`src/rtl/jlss_pkg.sv`:
```
package jlss_pkg;

    localparam logic [7:0] K_COMMA    = 8'hBC;
    localparam logic [7:0] K_MF_OPEN  = 8'h1C;
    localparam logic [7:0] K_MF_CLOSE = 8'h7C;
    localparam logic [7:0] K_CFG_MARK = 8'h9C;
    localparam logic [7:0] IDLE_PAIR  = 8'h50;

    localparam int CFG_OCTETS = 14;
    localparam int CFG_FIRST  = 2;
    localparam int CFG_LAST   = CFG_FIRST + CFG_OCTETS - 1;
    localparam int ILA_MFS    = 4;

    typedef enum logic [1:0] {
        SQ_CGS  = 2'd0,
        SQ_WAIT = 2'd1,
        SQ_ILA  = 2'd2,
        SQ_DATA = 2'd3
    } seq_st_e;

    typedef struct packed {
        logic [7:0] octet;
        logic       is_k;
        logic       mf_last;
    } lane_sym_t;

    typedef struct packed {
        logic [7:0] did;
        logic [3:0] bid;
        logic [4:0] lid;
        logic       scr;
        logic [4:0] l_m1;
        logic [7:0] f_m1;
        logic [4:0] k_m1;
        logic [7:0] m_m1;
        logic [1:0] cs;
        logic [4:0] n_m1;
        logic [4:0] np_m1;
        logic [2:0] subclass;
        logic [2:0] jesdv;
        logic [4:0] s_m1;
        logic       hd;
        logic [4:0] cf;
    } link_cfg_t;

    function automatic lane_sym_t mk_sym(logic [7:0] o, logic k, logic last);
        lane_sym_t s;
        s.octet   = o;
        s.is_k    = k;
        s.mf_last = last;
        return s;
    endfunction

    // Sum of field values, not of packed octets.
    function automatic logic [7:0] cfg_sum(link_cfg_t c);
        logic [7:0] s;
        s = c.did + 8'(c.bid) + 8'(c.lid) + 8'(c.scr) + 8'(c.l_m1)
          + c.f_m1 + 8'(c.k_m1) + c.m_m1 + 8'(c.cs) + 8'(c.n_m1)
          + 8'(c.np_m1) + 8'(c.subclass) + 8'(c.jesdv) + 8'(c.s_m1)
          + 8'(c.hd) + 8'(c.cf);
        return s;
    endfunction

    function automatic logic [7:0] cfg_octet(link_cfg_t c, logic [3:0] idx);
        logic [7:0] o;
        case (idx)
            4'd0:    o = c.did;
            4'd1:    o = {4'h0, c.bid};
            4'd2:    o = {3'b000, c.lid};
            4'd3:    o = {c.scr, 2'b00, c.l_m1};
            4'd4:    o = c.f_m1;
            4'd5:    o = {3'b000, c.k_m1};
            4'd6:    o = c.m_m1;
            4'd7:    o = {c.cs, 1'b0, c.n_m1};
            4'd8:    o = {c.subclass, c.np_m1};
            4'd9:    o = {c.jesdv, c.s_m1};
            4'd10:   o = {c.hd, 2'b00, c.cf};
            4'd13:   o = cfg_sum(c);
            default: o = 8'h00;
        endcase
        return o;
    endfunction

endpackage

```
`src/rtl/jlss_lmfc.sv`:
```
module jlss_lmfc #(
    parameter int F_W = 8,
    parameter int K_W = 5
) (
    input  logic           clk,
    input  logic           rst,
    input  logic           lmfc_force,
    input  logic [K_W-1:0] lmfc_init,
    input  logic [F_W-1:0] f_m1,
    input  logic [K_W-1:0] k_m1,
    output logic           mf_end
);
    logic [F_W-1:0] oct_q;
    logic [K_W-1:0] frm_q;
    logic           frame_end;

    assign frame_end = (oct_q == f_m1);
    assign mf_end    = frame_end && (frm_q == k_m1);

    always_ff @(posedge clk) begin
        if (rst) begin
            oct_q <= '0;
            frm_q <= lmfc_force ? lmfc_init : '0;
        end else if (frame_end) begin
            oct_q <= '0;
            frm_q <= (frm_q == k_m1) ? '0 : frm_q + 1'b1;
        end else begin
            oct_q <= oct_q + 1'b1;
        end
    end
endmodule

```
`src/rtl/jlss_cfg_block.sv`:
```
module jlss_cfg_block
    import jlss_pkg::*;
(
    input  link_cfg_t  cfg,
    input  logic [3:0] sel,
    output logic [7:0] octet
);
    logic [7:0] tbl [CFG_OCTETS];

    for (genvar g = 0; g < CFG_OCTETS; g++) begin : g_oct
        assign tbl[g] = cfg_octet(cfg, 4'(g));
    end

    always_comb begin
        octet = 8'h00;
        if (int'(sel) < CFG_OCTETS) octet = tbl[sel];
    end
endmodule

```
`src/rtl/jlss_seq.sv`:
```
module jlss_seq
    import jlss_pkg::*;
#(
    parameter int F_W = 8,
    parameter int K_W = 5
) (
    input  logic           clk,
    input  logic           rst,
    input  logic           sync_n,
    input  logic           ila_off,
    input  logic           idle_alt,
    input  logic [1:0]     ila_delay,
    input  logic [F_W-1:0] f_m1,
    input  logic           mf_end,
    input  logic [7:0]     data_in,
    input  logic [7:0]     cfg_oct,
    output logic [3:0]     cfg_sel,
    output seq_st_e        state,
    output lane_sym_t      sym
);
    localparam int IDX_W = F_W + K_W;

    seq_st_e        st_q, st_n;
    logic [1:0]     wait_q, wait_n;
    logic [1:0]     mfn_q, mfn_n;
    logic [IDX_W-1:0] idx_q, idx_n;
    logic [F_W-1:0] low_q, low_n;
    logic           ph_q, ph_n;
    logic           resync;
    logic           in_cfg;

    assign state  = st_q;
    assign resync = !sync_n && (st_q != SQ_CGS) && (low_q == f_m1);
    assign in_cfg = (idx_q >= IDX_W'(CFG_FIRST)) && (idx_q <= IDX_W'(CFG_LAST));
    assign cfg_sel = idx_q[3:0] - 4'(CFG_FIRST);

    always_comb begin
        st_n   = st_q;
        wait_n = wait_q;
        mfn_n  = mfn_q;
        idx_n  = idx_q;
        ph_n   = 1'b0;
        low_n  = (st_q == SQ_CGS || sync_n || low_q == f_m1) ? '0 : low_q + 1'b1;
        case (st_q)
            SQ_CGS: begin
                ph_n = ~ph_q;
                if (sync_n) begin
                    st_n   = SQ_WAIT;
                    wait_n = 2'd0;
                end
            end
            SQ_WAIT: begin
                ph_n = ~ph_q;
                if (mf_end) begin
                    if (wait_q == ila_delay) begin
                        st_n  = ila_off ? SQ_DATA : SQ_ILA;
                        mfn_n = 2'd0;
                        idx_n = '0;
                    end else begin
                        wait_n = wait_q + 2'd1;
                    end
                end
            end
            SQ_ILA: begin
                idx_n = idx_q + 1'b1;
                if (mf_end) begin
                    idx_n = '0;
                    if (mfn_q == 2'(ILA_MFS - 1)) st_n = SQ_DATA;
                    else                          mfn_n = mfn_q + 2'd1;
                end
            end
            default: ;
        endcase
        if (resync) begin
            st_n = SQ_CGS;
            ph_n = 1'b0;
        end
    end

    always_ff @(posedge clk) begin
        if (rst) begin
            st_q   <= SQ_CGS;
            wait_q <= 2'd0;
            mfn_q  <= 2'd0;
            idx_q  <= '0;
            low_q  <= '0;
            ph_q   <= 1'b0;
        end else begin
            st_q   <= st_n;
            wait_q <= wait_n;
            mfn_q  <= mfn_n;
            idx_q  <= idx_n;
            low_q  <= low_n;
            ph_q   <= ph_n;
        end
    end

    always_comb begin
        case (st_q)
            SQ_CGS, SQ_WAIT: begin
                if (idle_alt && ph_q) sym = mk_sym(IDLE_PAIR, 1'b0, mf_end);
                else                  sym = mk_sym(K_COMMA, 1'b1, mf_end);
            end
            SQ_ILA: begin
                if (idx_q == '0)
                    sym = mk_sym(K_MF_OPEN, 1'b1, mf_end);
                else if (mf_end)
                    sym = mk_sym(K_MF_CLOSE, 1'b1, mf_end);
                else if (mfn_q == 2'd1 && idx_q == IDX_W'(1))
                    sym = mk_sym(K_CFG_MARK, 1'b1, mf_end);
                else if (mfn_q == 2'd1 && in_cfg)
                    sym = mk_sym(cfg_oct, 1'b0, mf_end);
                else
                    sym = mk_sym(data_in, 1'b0, mf_end);
            end
            default: sym = mk_sym(data_in, 1'b0, mf_end);
        endcase
    end
endmodule

```
`src/rtl/jlss_link_seq.sv`:
```
module jlss_link_seq
    import jlss_pkg::*;
#(
    parameter int F_W = 8,
    parameter int K_W = 5
) (
    input  logic           clk,
    input  logic           rst,
    input  logic           sync_n,
    input  logic [7:0]     data_in,
    input  logic           ila_off,
    input  logic           idle_alt,
    input  logic [1:0]     ila_delay,
    input  logic           lmfc_force,
    input  logic [K_W-1:0] lmfc_init,
    input  logic [F_W-1:0] cfg_f_m1,
    input  logic [K_W-1:0] cfg_k_m1,
    input  logic [7:0]     cfg_did,
    input  logic [3:0]     cfg_bid,
    input  logic [4:0]     cfg_lid,
    input  logic           cfg_scr,
    input  logic [4:0]     cfg_l_m1,
    input  logic [7:0]     cfg_m_m1,
    input  logic [1:0]     cfg_cs,
    input  logic [4:0]     cfg_n_m1,
    input  logic [4:0]     cfg_np_m1,
    input  logic [2:0]     cfg_subclass,
    input  logic [2:0]     cfg_jesdv,
    input  logic [4:0]     cfg_s_m1,
    input  logic           cfg_hd,
    input  logic [4:0]     cfg_cf,
    output logic [7:0]     tx_octet,
    output logic           tx_is_k,
    output logic           tx_mf_last
);
    link_cfg_t  cfg;
    logic       mf_end;
    logic [3:0] cfg_sel;
    logic [7:0] cfg_oct;
    seq_st_e    seq_state;
    lane_sym_t  sym, sym_q;

    always_comb begin
        cfg          = '0;
        cfg.did      = cfg_did;
        cfg.bid      = cfg_bid;
        cfg.lid      = cfg_lid;
        cfg.scr      = cfg_scr;
        cfg.l_m1     = cfg_l_m1;
        cfg.f_m1     = 8'(cfg_f_m1);
        cfg.k_m1     = 5'(cfg_k_m1);
        cfg.m_m1     = cfg_m_m1;
        cfg.cs       = cfg_cs;
        cfg.n_m1     = cfg_n_m1;
        cfg.np_m1    = cfg_np_m1;
        cfg.subclass = cfg_subclass;
        cfg.jesdv    = cfg_jesdv;
        cfg.s_m1     = cfg_s_m1;
        cfg.hd       = cfg_hd;
        cfg.cf       = cfg_cf;
    end

    jlss_lmfc #(.F_W(F_W), .K_W(K_W)) u_lmfc (
        .clk        (clk),
        .rst        (rst),
        .lmfc_force (lmfc_force),
        .lmfc_init  (lmfc_init),
        .f_m1       (cfg_f_m1),
        .k_m1       (cfg_k_m1),
        .mf_end     (mf_end)
    );

    jlss_cfg_block u_cfg (
        .cfg   (cfg),
        .sel   (cfg_sel),
        .octet (cfg_oct)
    );

    jlss_seq #(.F_W(F_W), .K_W(K_W)) u_seq (
        .clk       (clk),
        .rst       (rst),
        .sync_n    (sync_n),
        .ila_off   (ila_off),
        .idle_alt  (idle_alt),
        .ila_delay (ila_delay),
        .f_m1      (cfg_f_m1),
        .mf_end    (mf_end),
        .data_in   (data_in),
        .cfg_oct   (cfg_oct),
        .cfg_sel   (cfg_sel),
        .state     (seq_state),
        .sym       (sym)
    );

    always_ff @(posedge clk) begin
        if (rst) sym_q <= mk_sym(K_COMMA, 1'b1, 1'b0);
        else     sym_q <= sym;
    end

    assign tx_octet   = sym_q.octet;
    assign tx_is_k    = sym_q.is_k;
    assign tx_mf_last = sym_q.mf_last;
endmodule

```
`config.mk`:
```
export PLATFORM = sky130hd
export DESIGN_NAME = jlss_link_seq
export DESIGN_NICKNAME = d
export VERILOG_FILES = /design/src/rtl/jlss_pkg.sv /design/src/rtl/jlss_lmfc.sv /design/src/rtl/jlss_cfg_block.sv /design/src/rtl/jlss_seq.sv /design/src/rtl/jlss_link_seq.sv
export SDC_FILE = /design/constraint.sdc
export NUM_CORES = 1
export LEC_CHECK = 0
export BUFFER_PORTS_ARGS = -buffer_cell sky130_fd_sc_hd__buf_4
export CORE_UTILIZATION = 39
export DETAILED_ROUTE_END_ITERATION = 7
export SLEW_MARGIN = 20
export SYNTH_ARGS = -nofsm -noshare
export SYNTH_HDL_FRONTEND = slang
export SYNTH_SLANG_ARGS = --single-unit
```
`constraint.sdc`:
```
create_clock -name clk -period 6.7 [get_ports clk]
set_input_delay 1.34 -clock clk [delete_from_list [all_inputs] [get_ports clk]]
set_output_delay 1.34 -clock clk [all_outputs]
set_load 0.01 [all_outputs]
```
# Yosys cells after proc, flatten, opt, wreduce, memory -nomap -nowiden
# Cells that the tools add are included.
[totals] ff_bits=51 out_inout_bits=10
[op_classes] add_sub_neg=22 magnitude_cmp=4 n_eq_ne=16 muxes=34 n_bitwise=3 n_reduce_logical=26
[op_table] cell="8-bit by 5-bit adder with 8-bit output" n=7
[op_table] cell="10-bit two-way mux" n=5
[op_table] cell="13-bit two-way mux" n=3
[op_table] cell="8-bit binary-select mux with 4-bit select" n=1
[op_table] cell="13-bit one-hot mux with 2 select lines" n=1
[op_table] cell="2-bit two-way mux" n=12
[op_table] cell="8-bit two-way mux" n=3
[op_table] cell="5-bit two-way mux" n=4
[op_table] cell="10-bit one-hot mux with 2 select lines" n=1
[op_table] cell="8-bit by 1-bit adder with 8-bit output" n=2
[op_table] cell="8-bit by 1-bit adder with 8-bit output, second input constant" n=2
[op_table] cell="8-bit by 3-bit adder with 8-bit output" n=2
[op_table] cell="8-bit adder" n=2
[op_table] cell="8-bit == test" n=2
[op_table] cell="13-bit by 1-bit adder with 13-bit output, second input constant" n=1
[op_table] cell="13-bit by 1-bit == test with 1-bit output, second input constant" n=1
[op_table] cell="13-bit by 2-bit greater-or-equal comparator with 1-bit output, second input constant" n=1
[op_table] cell="13-bit by 4-bit <= comparator with 1-bit output, second input constant" n=1
[op_table] cell="13-bit logical NOT" n=1
[op_table] cell="8-bit by 2-bit adder with 8-bit output" n=1
[op_table] cell="8-bit by 4-bit adder with 8-bit output" n=1
[op_table] cell="2-bit by 1-bit != test with 1-bit output, second input constant" n=4
[op_table] cell="2-bit one-hot mux with 2 select lines" n=2
[op_table] cell="2-bit nonzero test" n=4
[op_table] cell="other kinds (25)" n=41

# Logic depth before layout (Yosys ltp)
[logic_depth] ltp_word=24 ltp_mapped=18 ltp_nobuf=18

# By module
# From an unflattened synthesis, not the netlist that was laid out.
[hier_totals] cells_unflattened=642 area_unflattened_um2=5645.4
[by_module_without_submodules] mod="jlss_cfg_block" n_inst=1 cells_per_inst=299 area_per_inst_um2=2627.5 seq_area_each_um2=0.0
[by_module_without_submodules] mod="jlss_seq" n_inst=1 cells_per_inst=246 area_per_inst_um2=2011.9 seq_area_each_um2=560.5
[by_module_without_submodules] mod="jlss_lmfc" n_inst=1 cells_per_inst=77 area_per_inst_um2=743.2 seq_area_each_um2=310.3
[by_module_without_submodules] mod="jlss_link_seq" n_inst=1 cells_per_inst=20 area_per_inst_um2=262.8 seq_area_each_um2=200.2

# Least setup slack after synthesis
# No wires, ideal clock.
[synth_timing] path_type="in2reg" from="in cfg_f_m1[2]" to="reg sym_q (netlist bit tx_octet[6])" setup_ps=137 arrival_ps=5502 path_slack_ps=1061 path_stages=17 path_cell_list="inv_1 -> fa_1 -> inv_1 -> fa_1 -> fa_1 -> fa_1 -> inv_1 -> fa_1 -> inv_1 -> ha_1 -> fa_1 -> a21o_1 -> a21oi_1 -> xor2_1 -> o211ai_1 -> a22oi_1 -> o22ai_1"
[synth_via] elab_chain_cells=20
[synth_rtl] item="from (decl)" line_no="jlss_link_seq.sv:16" source="input logic [F_W-1:0] cfg_f_m1,"
[synth_rtl] item="8-bit adder" line_no="jlss_pkg.sv:58" source="+ c.f_m1 + 8'(c.k_m1) + c.m_m1 + 8'(c.cs) + 8'(c.n_m1)"
[synth_rtl] item="8-bit by 5-bit adder with 8-bit output" line_no="jlss_pkg.sv:58"
[synth_rtl] item="8-bit adder" line_no="jlss_pkg.sv:58"
[synth_rtl] item="8-bit by 2-bit adder with 8-bit output" line_no="jlss_pkg.sv:58"
[synth_rtl] item="8-bit by 5-bit adder with 8-bit output" line_no="jlss_pkg.sv:58"
[synth_rtl] item="8-bit by 5-bit adder with 8-bit output" line_no="jlss_pkg.sv:59" source="+ 8'(c.np_m1) + 8'(c.subclass) + 8'(c.jesdv) + 8'(c.s_m1)"
[synth_rtl] item="8-bit by 3-bit adder with 8-bit output (2 in series)" line_no="jlss_pkg.sv:59"
[synth_rtl] item="8-bit by 5-bit adder with 8-bit output" line_no="jlss_pkg.sv:59"
[synth_rtl] item="[2 not listed]"
[synth_rtl] item="8-bit binary-select mux with 4-bit select" line_no="jlss_cfg_block.sv:16" source="if (int'(sel) < CFG_OCTETS) octet = tbl[sel];"
[synth_rtl] item="8-bit two-way mux (not written as such) (2 in series)" line_no="jlss_cfg_block.sv:16"
[synth_rtl] item="8-bit two-way mux" line_no="jlss_cfg_block.sv:16"
[synth_rtl] item="10-bit two-way mux" line_no="jlss_seq.sv:111" source="else if (mfn_q == 2'd1 && in_cfg)"
[synth_rtl] item="10-bit two-way mux" line_no="jlss_seq.sv:109" source="else if (mfn_q == 2'd1 && idx_q == IDX_W'(1))"
[synth_rtl] item="10-bit two-way mux (*)" line_no="jlss_seq.sv:107" source="else if (mf_end)"
[synth_rtl] item="10-bit two-way mux (*)" line_no="jlss_seq.sv:105" source="if (idx_q == '0)"
[synth_rtl] item="10-bit one-hot mux with 2 select lines (*)" line_no="jlss_seq.sv:99" source="case (st_q)"
[synth_rtl] item="to (signal assigned)" line_no="jlss_link_seq.sv:96" source="if (rst) sym_q <= mk_sym(K_COMMA, 1'b1, 1'b0);"
[synth_rtl] item="to (signal assigned)" line_no="jlss_link_seq.sv:97" source="else sym_q <= sym;"
[synth_rtl] item="to (decl)" line_no="jlss_link_seq.sv:41" source="lane_sym_t sym, sym_q;"
# Mark *: on every way between the ends. The rest lies on a longest branch, timed or not. The select of a mux whose other input is x is not followed.
# A chain may end at the register's enable or synchronous reset.

# Worst setup path in the final report
# Ends and elaborated chain as after synthesis.

==> run metrics <==
# IOs=104; global-route wire length before repair=24400 um; worst setup margin=1050 ps; critical path's slowest cell=fa_1; Layout Nets=898; initial core utilization=40.5%; Synth Area in Adders=27.2%; clock root buffer=clkbuf_16; Std-Cell Rows=42; critical-path cell list=buf_4, inv_1, fa_1, inv_1, fa_1, fa_1, fa_1, inv_1, fa_1, inv_1, ha_1, fa_1, a21o_1, a21oi_1, xor2_1, o211ai_1, a22oi_1, o22ai_1; chip height=approximately 120 um; Ys Warns=0; fin crit period=roughly 5700 ps; Final GP Congestion=between 0.8 and 0.9; clock buffer depth=2; placed cells=888; post-route insts no fill=896; starting DRC count in detailed routing=366; Syn-to-layout area delta=20.0%; die area=14400 um2; share of post-route cells with drive strength above 1=roughly 18%; worst slew pin tran=between 1000 and 1500 ps; Detail Placement HPWL=approximately 12000 um; GRT Overall Usage=~22%; crit path buf inv count=5; WL final=14900 um; status=completed; fmax=177 MHz; slowest stage delay, CP=540 ps; most numerous cell on the critical path=fa_1; 1st-pass router iterations=6; H-Tree Depth=2; Setup crit end kind=flip-flop; initial antenna violation count=0; DIE WIDTH=120 um; core occupancy in the finished layout=48.5%; Design Area, Final=6500 um2; Crit Path Category=in -> reg; Post-synth ARST share=0%; Setup crit start kind=primary input; core area=13400 um2; CTS tree=yes; combinational family with the most area after synthesis=adder cells; multiplexer area fraction after synthesis=4.66%; RSZ-0062 raised after global routing=false; VDD IR max=258 uV; Hold Buf Count CTS=0; Fin. Hold Viols=0; Post-CTS Setup Inserts=0; Netlist cell types=58; DR WL/cell=16.6 um; # DRC=0; Max Cap Viol=0; area of the mapped netlist=5420 um2; Num CTS Buffers=5; clk_skew=5.26 ps; Clock transition at path regs=70 ps; Final Cycle Share=84.4%; CTS resizes=0; vias after detailed routing=about 4.8k; Max Fanout on Critical Path=4; # setup viols final=0; Synth Area in Compound Gates=15.9%; area share of xor/xnor cells in the synthesized design=8.72%; antenna fix cells=0; arrival time worst endpoint=5820 ps; vias in the first global route=4873; pwr/cell area=301 nW/um2; syn nets=809; placed inst area=~6300 um2; Sink Count=51; Routed Antenna Nets=0; vias per std cell=5.37; number of flops mapped to enable cells by yosys=5; Post-Synth Simple-Gate Area=13.6%; syn_area_per_cell=roughly 8.6 um2; post-route setup TNS=0 ps; pin count of the biggest net entering global routing=37; static leakage=2.91 nW; total gr overflow=0; Synth Instances=630; WP data required=6870 ps; Top delay family on crit path=adder cells; Hold/Removal Path Class=reg -> reg; sequential share of the synthesized area=19.8%; Worst-Skew Late Latency=290 ps; #FFs+latches synth=51; Final Max Tran Viols=0; ys flop type=dfxtp_1; Slew HR=around a third; number of port buffers=103; worst slack, placed=714 ps
-- placed cells by master, fill, tap and decap left out, types with 23 or more instances in the layout --
cell	n
inv_1	120
buf_4	107
fa_1	55
dfxtp_1	46
nor2_1	41
xnor2_1	39
nand2_1	34
a21oi_1	31
ha_1	30
nand3_1	23
o21ai_0	23
-- synthesized netlist by cell type (all sizes together), types with 6 or more instances --
| master | count | area share (%) |
|---|---|---|
| mux4 | 9 | 3.7 |
| fa | 55 | 20 |
| nand3 | 23 | 2.1 |
| xor2 | 15 | 2.4 |
| a31oi | 7 | 0.81 |
| nor2 | 42 | 3.0 |
| o211ai | 9 | 1.2 |
| a21oi | 31 | 2.9 |
| o21ai | 25 | 2.3 |
| inv | 120 | 8.3 |
| clkbuf | 22 | 1.5 |
| and3 | 6 | 0.69 |
| dfxtp | 46 | 17 |
| nand2 | 34 | 2.4 |
| xnor2 | 39 | 6.3 |
| a211oi | 6 | 0.83 |
| ha | 30 | 6.9 |
| nand4 | 11 | 1.3 |
| nor3 | 10 | 0.92 |
| o31ai | 6 | 0.83 |
-- report_power, final --
part / total, mW / internal, mW / switching (mW)
Sequential: 0.373 / 0.342 / 0.0303
Clock: 0.272 / 0.150 / 0.123
Combinational: 1.31 / 0.601 / 0.709
Total: 1.96 / 1.09 / 0.862
-- path summary, 6_finish.rpt --
path | startpoint | to | slack [ps] | cells after the start
min | u_seq.ph_q | u_seq.ph_q | 450 | 1
max reg2reg | u_seq.idx_q[0] | tx_octet[3] | 3640 | 8
min reg2reg | u_seq.ph_q | u_seq.ph_q | 450 | 1
max | cfg_f_m1[2] | tx_octet[6] | 1050 | 18
-- sequential cells by signal, indices dropped and copies added (netlist names) --
signal        flops
u_seq.idx_q      13
tx_octet          8
u_lmfc.oct_q      8
u_seq.low_q       8
u_lmfc.frm_q      5
u_seq.mfn_q       2
u_seq.state       2
u_seq.wait_q      2
tx_is_k           1
tx_mf_last        1
u_seq.ph_q        1
-- per-stage QoR --
stage               power, mW  hold slack, ps
floorplan                1.37             398
global placement         1.67             442
detailed placement       1.69             440
CTS                      1.96             450
global route             2.16             474
finish                   1.96             450
-- layout make-up --
type / count / area (um2)
tap: 176 / 220
fill: 1284 / 6900
clock buffer: 6 / 139
inverter: 122 / 458
timing repair buffer: 107 / 803
multi-input combinational: 432 / 3800
sequential: 51 / 1070
clock inverter: 2 / 16.3
-- cell families after synthesis --
kind of cell / count (synthesis)
AO/OA/AOI/OAI: 129
XOR/XNOR: 54
adder cells (fa/ha/maj): 85
buffers and inverters: 147
flip-flops: 51
multiplexers: 14
AND/OR/NAND/NOR: 150
-- metal layers --
metal / routed length, um / GRT usage, %
met1: 6370 / 28.4
met4: 298 / 5.39
met3: 891 / 3.90
met5: 0 / 0
met2: 7330 / 36.7
(Power assumes the default switching activity.)
